### config.mk
export PLATFORM = sky130hd
export DESIGN_NAME = pas_reconfig_ctrl
export DESIGN_NICKNAME = d
export VERILOG_FILES = /design/src/rtl/pas_pkg.sv /design/src/rtl/pas_word_sel.sv /design/src/rtl/pas_spare_pick.sv /design/src/rtl/pas_swap_plan.sv /design/src/rtl/pas_reconfig_ctrl.sv
export SDC_FILE = /design/constraint.sdc
export NUM_CORES = 1
export LEC_CHECK = 0
export BUFFER_PORTS_ARGS = -buffer_cell sky130_fd_sc_hd__buf_2
export CAP_MARGIN = 20
export CORE_ASPECT_RATIO = 1.4
export CORE_MARGIN = 2
export CORE_UTILIZATION = 42
export CTS_CLUSTER_SIZE = 28
export DETAILED_ROUTE_END_ITERATION = 10
export GPL_TIMING_DRIVEN = 0
export HOLD_SLACK_MARGIN = 0.15
export PLACE_DENSITY = 0.76
export RECOVER_POWER = 50
export SLEW_MARGIN = 20
export SYNTH_ARGS = -nofsm -noshare
export SYNTH_HDL_FRONTEND = slang
export SYNTH_SLANG_ARGS = --single-unit
### constraint.sdc
create_clock -name clk -period 3.23 [get_ports clk]
set_clock_uncertainty 0.1 [all_clocks]
set_input_delay 0.646 -clock clk [delete_from_list [all_inputs] [get_ports clk]]
set_output_delay 0.646 -clock clk [all_outputs]
set_load 0.03 [all_outputs]
### src/rtl/pas_pkg.sv
package pas_pkg;

   // Decision taken by the swap planner on a given cycle
   typedef enum logic [1:0] {
      PLAN_HOLD      = 2'd0,
      PLAN_REFILL_A  = 2'd1,
      PLAN_REFILL_B  = 2'd2,
      PLAN_REFILL_AB = 2'd3
   } plan_e;

endpackage

### src/rtl/pas_word_sel.sv
module pas_word_sel #(
   parameter int NUM_MOD = 4,
   parameter int DATA_W  = 16,
   parameter int IDX_W   = $clog2(NUM_MOD)
) (
   input  logic [IDX_W-1:0]          sel,
   input  logic [NUM_MOD*DATA_W-1:0] bus,
   output logic [DATA_W-1:0]         word
);

   always_comb begin
      word = '0;
      for (int i = 0; i < NUM_MOD; i++) begin
         if (sel == IDX_W'(i)) word = bus[i*DATA_W +: DATA_W];
      end
   end

endmodule

### src/rtl/pas_spare_pick.sv
module pas_spare_pick #(
   parameter int NUM_MOD   = 4,
   parameter int LOW_FIRST = 1,
   parameter int IDX_W     = $clog2(NUM_MOD),
   parameter int CNT_W     = $clog2(NUM_MOD + 1)
) (
   input  logic [NUM_MOD-1:0] avail,
   output logic [IDX_W-1:0]   first_idx,
   output logic [IDX_W-1:0]   second_idx,
   output logic [CNT_W-1:0]   avail_cnt
);

   initial begin
      if (LOW_FIRST != 0 && LOW_FIRST != 1)
         $error("pas_spare_pick: LOW_FIRST must be 0 or 1");
   end

   // Walk from the lowest priority to the highest so that the last
   // hit lands in first_idx and the one before it in second_idx.
   generate
      if (LOW_FIRST == 1) begin : g_low_first
         always_comb begin
            first_idx  = '0;
            second_idx = '0;
            for (int i = NUM_MOD - 1; i >= 0; i--) begin
               if (avail[i]) begin
                  second_idx = first_idx;
                  first_idx  = IDX_W'(i);
               end
            end
         end
      end else begin : g_high_first
         always_comb begin
            first_idx  = '0;
            second_idx = '0;
            for (int i = 0; i < NUM_MOD; i++) begin
               if (avail[i]) begin
                  second_idx = first_idx;
                  first_idx  = IDX_W'(i);
               end
            end
         end
      end
   endgenerate

   always_comb begin
      avail_cnt = '0;
      for (int i = 0; i < NUM_MOD; i++) avail_cnt = avail_cnt + CNT_W'(avail[i]);
   end

endmodule

### src/rtl/pas_swap_plan.sv
module pas_swap_plan
   import pas_pkg::*;
#(
   parameter int CNT_W = 3
) (
   input  logic             judge,      // mismatch seen while comparison is live
   input  logic             bad_a,
   input  logic             bad_b,
   input  logic [CNT_W-1:0] spare_cnt,
   output plan_e            plan,
   output logic             suspect_both,
   output logic             stuck
);

   logic one_ok, two_ok;
   assign one_ok = spare_cnt >= CNT_W'(1);
   assign two_ok = spare_cnt >= CNT_W'(2);

   always_comb begin
      plan         = PLAN_HOLD;
      suspect_both = 1'b0;
      stuck        = 1'b0;
      if (judge) begin
         unique case ({bad_a, bad_b})
            2'b11: if (two_ok) plan = PLAN_REFILL_AB;
            2'b10: if (one_ok) plan = PLAN_REFILL_A;
            2'b01: if (one_ok) plan = PLAN_REFILL_B;
            default: begin
               if (two_ok) begin
                  plan         = PLAN_REFILL_AB;
                  suspect_both = 1'b1;
               end else begin
                  stuck = 1'b1;
               end
            end
         endcase
      end
   end

endmodule

### src/rtl/pas_reconfig_ctrl.sv
module pas_reconfig_ctrl
   import pas_pkg::*;
#(
   parameter int NUM_MOD         = 4,
   parameter int DATA_W          = 16,
   parameter int LOW_INDEX_FIRST = 1
) (
   input  logic                          clk,
   input  logic                          rst,
   input  logic [NUM_MOD*DATA_W-1:0]     mod_result,
   input  logic [NUM_MOD-1:0]            mod_err,
   output logic [DATA_W-1:0]             sys_out,
   output logic                          sys_valid,
   output logic                          busy,
   output logic                          exhausted,
   output logic                          unresolved,
   output logic [$clog2(NUM_MOD)-1:0]    act_a,
   output logic [$clog2(NUM_MOD)-1:0]    act_b
);

   localparam int IDX_W = $clog2(NUM_MOD);
   localparam int CNT_W = $clog2(NUM_MOD + 1);

   initial begin
      if (NUM_MOD < 3) $error("pas_reconfig_ctrl: NUM_MOD must be at least 3");
      if (DATA_W < 1)  $error("pas_reconfig_ctrl: DATA_W must be positive");
   end

   logic [IDX_W-1:0]   sel_a_q, sel_b_q;
   logic [NUM_MOD-1:0] mark_q;
   logic               busy_q, exh_q;

   logic [DATA_W-1:0]  word_a, word_b;
   logic [NUM_MOD-1:0] act_oh, cand, mark_nx;
   logic [IDX_W-1:0]   pick1, pick2;
   logic [CNT_W-1:0]   spare_cnt, live_cnt;
   logic               mism, judge, bad_a, bad_b, suspect_both, stuck;
   plan_e              plan;

   pas_word_sel #(.NUM_MOD(NUM_MOD), .DATA_W(DATA_W), .IDX_W(IDX_W)) u_sel_a (
      .sel(sel_a_q), .bus(mod_result), .word(word_a));
   pas_word_sel #(.NUM_MOD(NUM_MOD), .DATA_W(DATA_W), .IDX_W(IDX_W)) u_sel_b (
      .sel(sel_b_q), .bus(mod_result), .word(word_b));

   always_comb begin
      act_oh = '0;
      act_oh[sel_a_q] = 1'b1;
      act_oh[sel_b_q] = 1'b1;
   end

   assign cand  = ~(mark_q | mod_err) & ~act_oh;
   assign mism  = word_a != word_b;
   assign judge = mism && !busy_q && !exh_q;
   assign bad_a = mark_q[sel_a_q] | mod_err[sel_a_q];
   assign bad_b = mark_q[sel_b_q] | mod_err[sel_b_q];

   pas_spare_pick #(.NUM_MOD(NUM_MOD), .LOW_FIRST(LOW_INDEX_FIRST),
                    .IDX_W(IDX_W), .CNT_W(CNT_W)) u_pick (
      .avail(cand), .first_idx(pick1), .second_idx(pick2), .avail_cnt(spare_cnt));

   pas_swap_plan #(.CNT_W(CNT_W)) u_plan (
      .judge(judge), .bad_a(bad_a), .bad_b(bad_b), .spare_cnt(spare_cnt),
      .plan(plan), .suspect_both(suspect_both), .stuck(stuck));

   assign mark_nx = mark_q | mod_err | (suspect_both ? act_oh : '0);

   always_comb begin
      live_cnt = '0;
      for (int i = 0; i < NUM_MOD; i++) live_cnt = live_cnt + CNT_W'(!mark_nx[i]);
   end

   always_ff @(posedge clk) begin
      if (rst) begin
         sel_a_q <= IDX_W'(0);
         sel_b_q <= IDX_W'(1);
         mark_q  <= '0;
         busy_q  <= 1'b0;
         exh_q   <= 1'b0;
      end else begin
         mark_q <= mark_nx;
         exh_q  <= exh_q | (live_cnt < CNT_W'(2));
         busy_q <= plan != PLAN_HOLD;
         unique case (plan)
            PLAN_REFILL_A:  sel_a_q <= pick1;
            PLAN_REFILL_B:  sel_b_q <= pick1;
            PLAN_REFILL_AB: begin
               sel_a_q <= pick1;
               sel_b_q <= pick2;
            end
            default: ;
         endcase
      end
   end

   assign sys_out    = word_a;
   assign sys_valid  = !mism && !busy_q && !exh_q;
   assign busy       = busy_q;
   assign exhausted  = exh_q;
   assign unresolved = stuck;
   assign act_a      = sel_a_q;
   assign act_b      = sel_b_q;

   // ---------------- assertions ----------------
   assert_pair_distinct_R11: assert property (@(posedge clk) disable iff (rst)
      sel_a_q != sel_b_q);

   assert_hold_on_match_R2: assert property (@(posedge clk) disable iff (rst)
      (!mism && !busy_q) |=> ($stable(sel_a_q) && $stable(sel_b_q)));

   assert_busy_single_R6: assert property (@(posedge clk) disable iff (rst)
      busy_q |=> !busy_q);

   assert_fresh_pair_healthy_R5: assert property (@(posedge clk) disable iff (rst)
      $rose(busy_q) |-> (!mark_q[sel_a_q] && !mark_q[sel_b_q]));

   assert_marks_sticky_R5: assert property (@(posedge clk) disable iff (rst)
      1'b1 |=> ((mark_q & $past(mark_q)) == $past(mark_q)));

   assert_exhaust_sticky_R9: assert property (@(posedge clk) disable iff (rst)
      exh_q |=> (exh_q && !sys_valid));

   assert_unresolved_holds_R8: assert property (@(posedge clk) disable iff (rst)
      stuck |=> ($stable(sel_a_q) && $stable(sel_b_q) && !busy_q));

endmodule

==> summary.md, run 1 <==
| Metric | Value |
|---|---|
| Ys flop type | `dfxtp_1` |
| Max FO, Critical Path | `4` |
| Wirelength per Cell | `around 21 um` |
| #FFs+latches synth | `10` |
| Final antenna-violating net count | `0` |
| # IOs | `94` |
| Final Wtd Congestion | `~0.84` |
| Maxcap violations | `0` |
| Worst path depth | `8` |
| Layout cells sized above 1 | `68.1%` |
| CTS sink cnt | `10` |
| Worst setup path start | `act_b[0]` |
| Global-route wire length before repair | `about 8400 um` |
| Status | `finished, violations left` |
| CP Capture Point | `sys_valid` |
| Maximum clock insertion buffer count | `2` |
| R2R cell count | `13` |
| Final Worst Setup Slack | `-0.0516 ns` |
| Failing checks | `negative setup slack` |
| Relative slew slack | `60.4%` |
| Inserted Diodes | `0` |
| Worst path max stage delay | `a little over 0.5 ns` |
| Layout Utilization | `70.3%` |
| Hold WS | `0.443 ns` |
| Vias in the first global route | `1907` |
| Worst-Skew Late Latency | `0.24 ns` |
| R2r setup slk | `approximately 0.040 ns` |
| Effective utilization at floorplan | `43.2%` |
| Setup violators final | `1` |
| Final nets | `365` |
| Mean cell area of the mapped netlist | `around 11 um^2` |
| Routed wire length | `7020 um` |
| Root Driver | `clkbuf_8` |
| Crit-path slowest cell | `mux4_2` |
| Largest net degree at the start of global routing | `11` |
| Cell Area, Synth | `1800 um^2` |
| Initial antenna violation count | `0` |
| Unique masters post-synth | `41` |
| Total CTS buffers | `3` |
| Detailed Place HPWL | `4470 um` |
| RSZ-0062 raised after global routing | `yes` |
| CP startpoint kind | `flip-flop` |
| DIE WIDTH | `59.3 um` |
| Leakage | `about 1.3 nW` |
| Cell family with most CP delay | `simple AND/OR/NAND/NOR gates` |
| Max Slew Vio Count | `0` |
| Final worst-path cycle share | `102%` |
| Dpl cell area | `2380 um^2` |
| Syn Nets | `238` |
| Router iterations before antenna repair | `4` |
| Syn Inst Count | `159` |
| Register area share after synthesis | `11.1%` |
| Clock-pin slew reported for the worst setup and hold paths after clock tree synthesis | `0.05 ns` |
| CTS tree | `built` |
| Max frequency | `305 MHz` |
| Reg2reg start | `act_a[0]` |
| GRT overflow | `0` |
| Min-delay worst type | `flip-flop to flip-flop` |
| Rows | `28` |
| Area Growth Syn to Fin | `63.0%` |
| Most frequent CP cell | `buf_4` |
| PortBufs | `93` |
| Final instance area | `2930 um^2` |
| Hold buffers post-CTS | `0` |
| Warnings from Yosys | `0` |
| CP endpoint kind | `output pin` |
| Setup Crit Path Kind | `flip-flop to output pin` |
| Period minus WS final | `~3.3 ns` |
| DR vias/cell | `6.22` |
| Total power | `~1.2 mW` |
| P per Cell Area | `just over 400 nW/um^2` |
| RR Endpoint | `exhausted` |
| DR DRC count | `0` |
| Via count | `2051` |
| Maximum vdd drop | `296 uV` |
| Req. time, crit path | `2.48 ns` |
| Worst Path Arrival | `approximately 2.5 ns` |
| Detailed Route Iter0 Violations | `179` |
| Commonest cells after routing, fill and taps aside | `78 x buf_2, 34 x mux4_2, 25 x buf_4, 15 x clkbuf_1, 10 x xor2_1` |
| Slew @ Worst Pin | `0.592 ns` |
| Ys async rst share | `0%` |
| Most common cell after layout, fill and taps aside | `buf_2` |
| Full die area | `between 4000 and 5000 um^2` |
| Worst hold start | `mark_q[2]` |
| Final hold vios | `0` |
| H-tree depth | `1` |
| Post-synth EDFFs | `0` |
| Total track usage | `22.7%` |
| # fillers | `296` |
| Crit-path cells | `buf_12, buf_4, mux4_2, xor2_1, nor4_4, nand4_4, nor3_2, buf_4` |
| Post-Route Setup TNS | `-0.0516 ns` |
| Crit path buf inv count | `3` |
| Die Y | `81.4 um` |
| Core area | `about 4200 um^2` |
==> cells by family (layout without fill, tap and decap cells) <==
family / after synthesis / in the layout / share of synthesized area (%)
AO/OA/AOI/OAI: 26 / 26 / 10.3
multiplexers: 36 / 36 / 43.7
XOR/XNOR: 17 / 17 / 8.28
AND/OR/NAND/NOR: 41 / 41 / 14.7
flip-flops: 10 / 10 / 11.1
adder cells (fa/ha/maj): 9 / 9 / 7.09
buffers and inverters: 20 / 146 / 4.87
==> sequential cells by signal, indices dropped and copies added, names as in the netlist <==
signal and count:
mark_q 4, exhausted 1, act_b 2, busy 1, act_a 2
==> cells in the mapped netlist (4+ instances only) <==
cell type  number  area [um^2]
clkbuf_1        4         15.0
ha_1            7         87.6
mux4_2         34          766
a21oi_1         5         25.0
dfxtp_1        10          200
nor2_1         10         37.5
nand2b_1        4         25.0
buf_2           4         20.0
nand2_1         6         22.5
nor4_2          4         50.1
xor2_1         16          140
inv_1          11         41.3
==> layer usage <==
layer  vias to the layer above  wire length [um]  track usage (%)
met5                         -                 0                0
met4                         0               314             9.77
met3                        24               595             4.88
met2                       126              3930             45.2
met1                      1009              2180             21.0
li1                        892                 -                -
==> tightest hold or removal path: stages, from the launching register on <==
cell	delay, ns
dfxtp_1	0.31
nor2_1	0.08
a21oi_1	0.12
==> what timing repair did <==
item,4_1_cts,5_1_grt
resized for setup,24,29
setup endpoints to repair,7,5
buffers inserted,8,20
endpoints found under the hold margin,0,0
pin swaps,6,12
gates cloned,0,1
==> per-stage QoR <==
stage / cells / worst slack (ns)
after floorplan: 159 / -0.00414
after global placement: 297 / -0.360
after detailed placement: 297 / -0.401
after CTS: 309 / 0.00560
after global routing: 330 / -0.143
final: 330 / -0.0516
==> cell type report <==
class | instances | area (um^2) | share of cell area (%)
Timing Repair Buffer | 122 | 721 | 24.6
Tap cell | 45 | 56.3 | 1.92
Multi-Input combinational cell | 129 | 1750 | 59.5
Sequential cell | 10 | 210 | 7.17
Buffer | 9 | 106 | 3.63
Inverter | 11 | 48.8 | 1.66
Clock buffer | 4 | 45.0 | 1.54
==> worst min path at each step <==
stage	to	cells past startpoint	slack [ns]
after floorplan	mark_q[2]	2	0.39
after global placement	mark_q[2]	2	0.42
after detailed placement	mark_q[2]	2	0.44
after CTS	mark_q[2]	2	0.45
after global routing	mark_q[2]	2	0.49
final	mark_q[2]	2	0.44
==> report_power, final <==
group | switching, mW | internal, mW | total [mW]
combinational | 0.498 | 0.418 | 0.916
sequential | 0.0196 | 0.140 | 0.160
clock | 0.0527 | 0.0867 | 0.139
No activity file was read; power rests on OpenSTA's default activity.
==> inputs of run 2 (changes only) <==
ABC_AREA = 1   (was default)
CORE_ASPECT_RATIO = 0.9   (was 1.4)
CORE_UTILIZATION = 45   (was 42)
==> summary.md, run 2 <==
| Metric | Value |
|---|---|
| Maximum vdd drop | `571 uV` |
| P per Cell Area | `1210 nW/um^2` |
| Global-route wire length before repair | `12600 um` |
| Worst-Skew Late Latency | `0.24 ns` |
| Register area share after synthesis | `8.71%` |
| CTS sink cnt | `10` |
| Total power | `3.71 mW` |
| Max Slew Vio Count | `0` |
| Die Y | `around 72 um` |
| Detailed Place HPWL | `6240 um` |
| Relative slew slack | `about 74%` |
| Crit-path slowest cell | `fa_2` |
| CP startpoint kind | `input pin` |
| #FFs+latches synth | `10` |
| Full die area | `5700 um^2` |
| Area leader, netlist | `nand2_1` |
| Syn Nets | `545` |
| Setup Crit Path Kind | `input pin to output pin` |
| PortBufs | `just over 90` |
| Max FO, Critical Path | `5` |
| Most common cell after layout, fill and taps aside | `nand2_1` |
| Cell family with most CP delay | `adder cells` |
| Final worst-path cycle share | `100%` |
| CP endpoint kind | `output pin` |
| Ys flop type | `dfxtp_1` |
| Final nets | `between 600 and 700` |
| H-tree depth | `1` |
| Post-Route Setup TNS | `-0.00516 ns` |
| # IOs | `between 90 and 100` |
| R2r setup slk | `between 0.15 and 0.2 ns` |
| Leakage | `1.78 nW` |
| Pre-CTS setup slack | `-0.268 ns` |
| Synth top area share | `27.9%` |
| Mean cell area of the mapped netlist | `around 4.9 um^2` |
| Crit path buf inv count | `4` |
| Failing checks | `negative setup slack` |
| Layout Utilization | `roughly 63%` |
| Detailed Route Iter0 Violations | `302` |
| Final hold vios | `0` |
| Total track usage | `approximately 27%` |
| Top post-synthesis cells by area | `nand2_1 28%, nand3_1 11%, inv_1 11%` |
| Hold buffers post-CTS | `0` |
| Cell with the most instances after synthesis | `nand2_1` |
| Effective utilization at floorplan | `47.0%` |
| Most instantiated cells after synthesis | `171 x nand2_1, 66 x inv_1, 53 x nor2_1` |
| Vias in the first global route | `2821` |
| Req. time, crit path | `2.48 ns` |
| Slew @ Worst Pin | `around 0.39 ns` |
| Maxcap violations | `0` |
| Routed wire length | `8490 um` |
| Inserted Diodes | `0` |
| Layout cells sized above 1 | `about a quarter` |
| Final Wtd Congestion | `between 0.8 and 0.9` |
| Placed cell count | `about 620` |
| Worst Path Arrival | `2.49 ns` |
| Total CTS buffers | `3` |
| Core area | `4890 um^2` |
| Via count | `~3.3k` |
| Worst path max stage delay | `0.35 ns` |
| DIE WIDTH | `79.3 um` |
| Crit-path cells | `buf_2, nor2_2, inv_2, nor3_4, ha_4, fa_2, inv_2, ha_4, nand2_1, nor2_2, buf_6` |
| Initial antenna violation count | `0` |
| Rows | `24` |
| Max frequency | `309 MHz` |
| Router iterations before antenna repair | `5` |
| Max FFs per register | `4` |
| Clock-pin slew reported for the worst setup and hold paths after clock tree synthesis | `0.05 ns` |
| Largest net degree at the start of global routing | `11` |
| Hold WS | `0.411 ns` |
| Setup violators final | `1` |
| DR vias/cell | `5.25` |
| Min-delay worst type | `flip-flop to flip-flop` |
| Ys async rst share | `0%` |
| Final instance area | `3070 um^2` |
| Cell Area, Synth | `2300 um^2` |
| Final antenna-violating net count | `0` |
| Root Driver | `clkbuf_8` |
| Status | `finished, violations left` |
| Commonest cells after routing, fill and taps aside | `171 x nand2_1, 87 x buf_2, 63 x inv_1, 50 x nand3_1, 47 x nor2_1` |
| Maximum clock insertion buffer count | `2` |
| DR DRC count | `0` |
| Non-Filler Instances | `635` |
| Wirelength per Cell | `13.4 um` |
| Post-synth EDFFs | `0` |
| Syn Inst Count | `466` |
| Area Growth Syn to Fin | `33.6%` |
| Largest reg by FF count | `mark_q` |
| Dpl cell area | `2870 um^2` |
| Final Worst Setup Slack | `-0.00516 ns` |
| Unique masters post-synth | `33` |
| Warnings from Yosys | `0` |
| CTS tree | `built` |
| GRT overflow | `0` |
| Period minus WS final | `3.24 ns` |
run 2: cell count changes after synthesis, moves of 12 or more:
cell     before  now
inv_1        11   66
mux4_2       34    0
nand2_1       6  171
nand3_1       2   50
nor2_1       10   53
o21ai_0       3   17
o21ai_1       1   13
xor2_1       16    0
run 2: cells by family (layout without fill, tap and decap cells):
family	after synthesis	count (layout)	share of synthesized area, %
AOI/OAI and AO/OA	46	46	11.6
adders and majority gates	9	9	5.55
buffers and inverters	90	194	16.2
DFF	10	10	8.71
and+or+nand+nor	311	311	57.9
run 2: worst min-delay path, delay by kind of cell (launching register included):
| kind | cells | cell delay, ns |
|---|---|---|
| buffers and inverters | 1 | 0.06 |
| AO/OA/AOI/OAI | 1 | 0.06 |
| flip-flops | 1 | 0.34 |
run 2: metal layers:
metal	GRT usage, %	vias up	wire length, um
met2	48.5	200	3930
met4	4.02	0	126
li1	-	1662	-
met3	2.90	18	902
met5	0	-	0
met1	36.3	1453	3530
run 2: report_power, final:
part           leakage (nW)  switching [mW]  internal (mW)
clock network        0.0216          0.0506         0.0818
logic                  1.68            2.26           1.09
registers            0.0842          0.0431          0.172
total                  1.78            2.36           1.35
run 2: layout make-up:
| type | instances | area (um^2) |
|---|---|---|
| Sequential cell | 10 | 204 |
| Tap cell | 65 | 81.3 |
| Clock buffer | 3 | 41.3 |
| Fill cell | 486 | 1820 |
| Timing Repair Buffer | 101 | 518 |
| Inverter | 76 | 292 |
| Buffer | 14 | 109 |
| Multi-Input combinational cell | 366 | 1830 |
run 2: timing repair:
item | 4_1_cts | 5_1_grt
endpoints found under the setup margin | 4 | 8
gates resized for setup | 15 | 16
setup buffers | 2 | 6
cloned | 0 | 0
pin swaps | 2 | 5
run 2: worst paths after layout:
| kind | endpoint | cells past startpoint | start |
|---|---|---|---|
| worst max register to register | exhausted | 15 | act_b[0] |
| worst max-delay path | unresolved | 11 | mod_err[1] |
| worst min-delay path | exhausted | 2 | exhausted |
| worst min register to register | exhausted | 2 | exhausted |
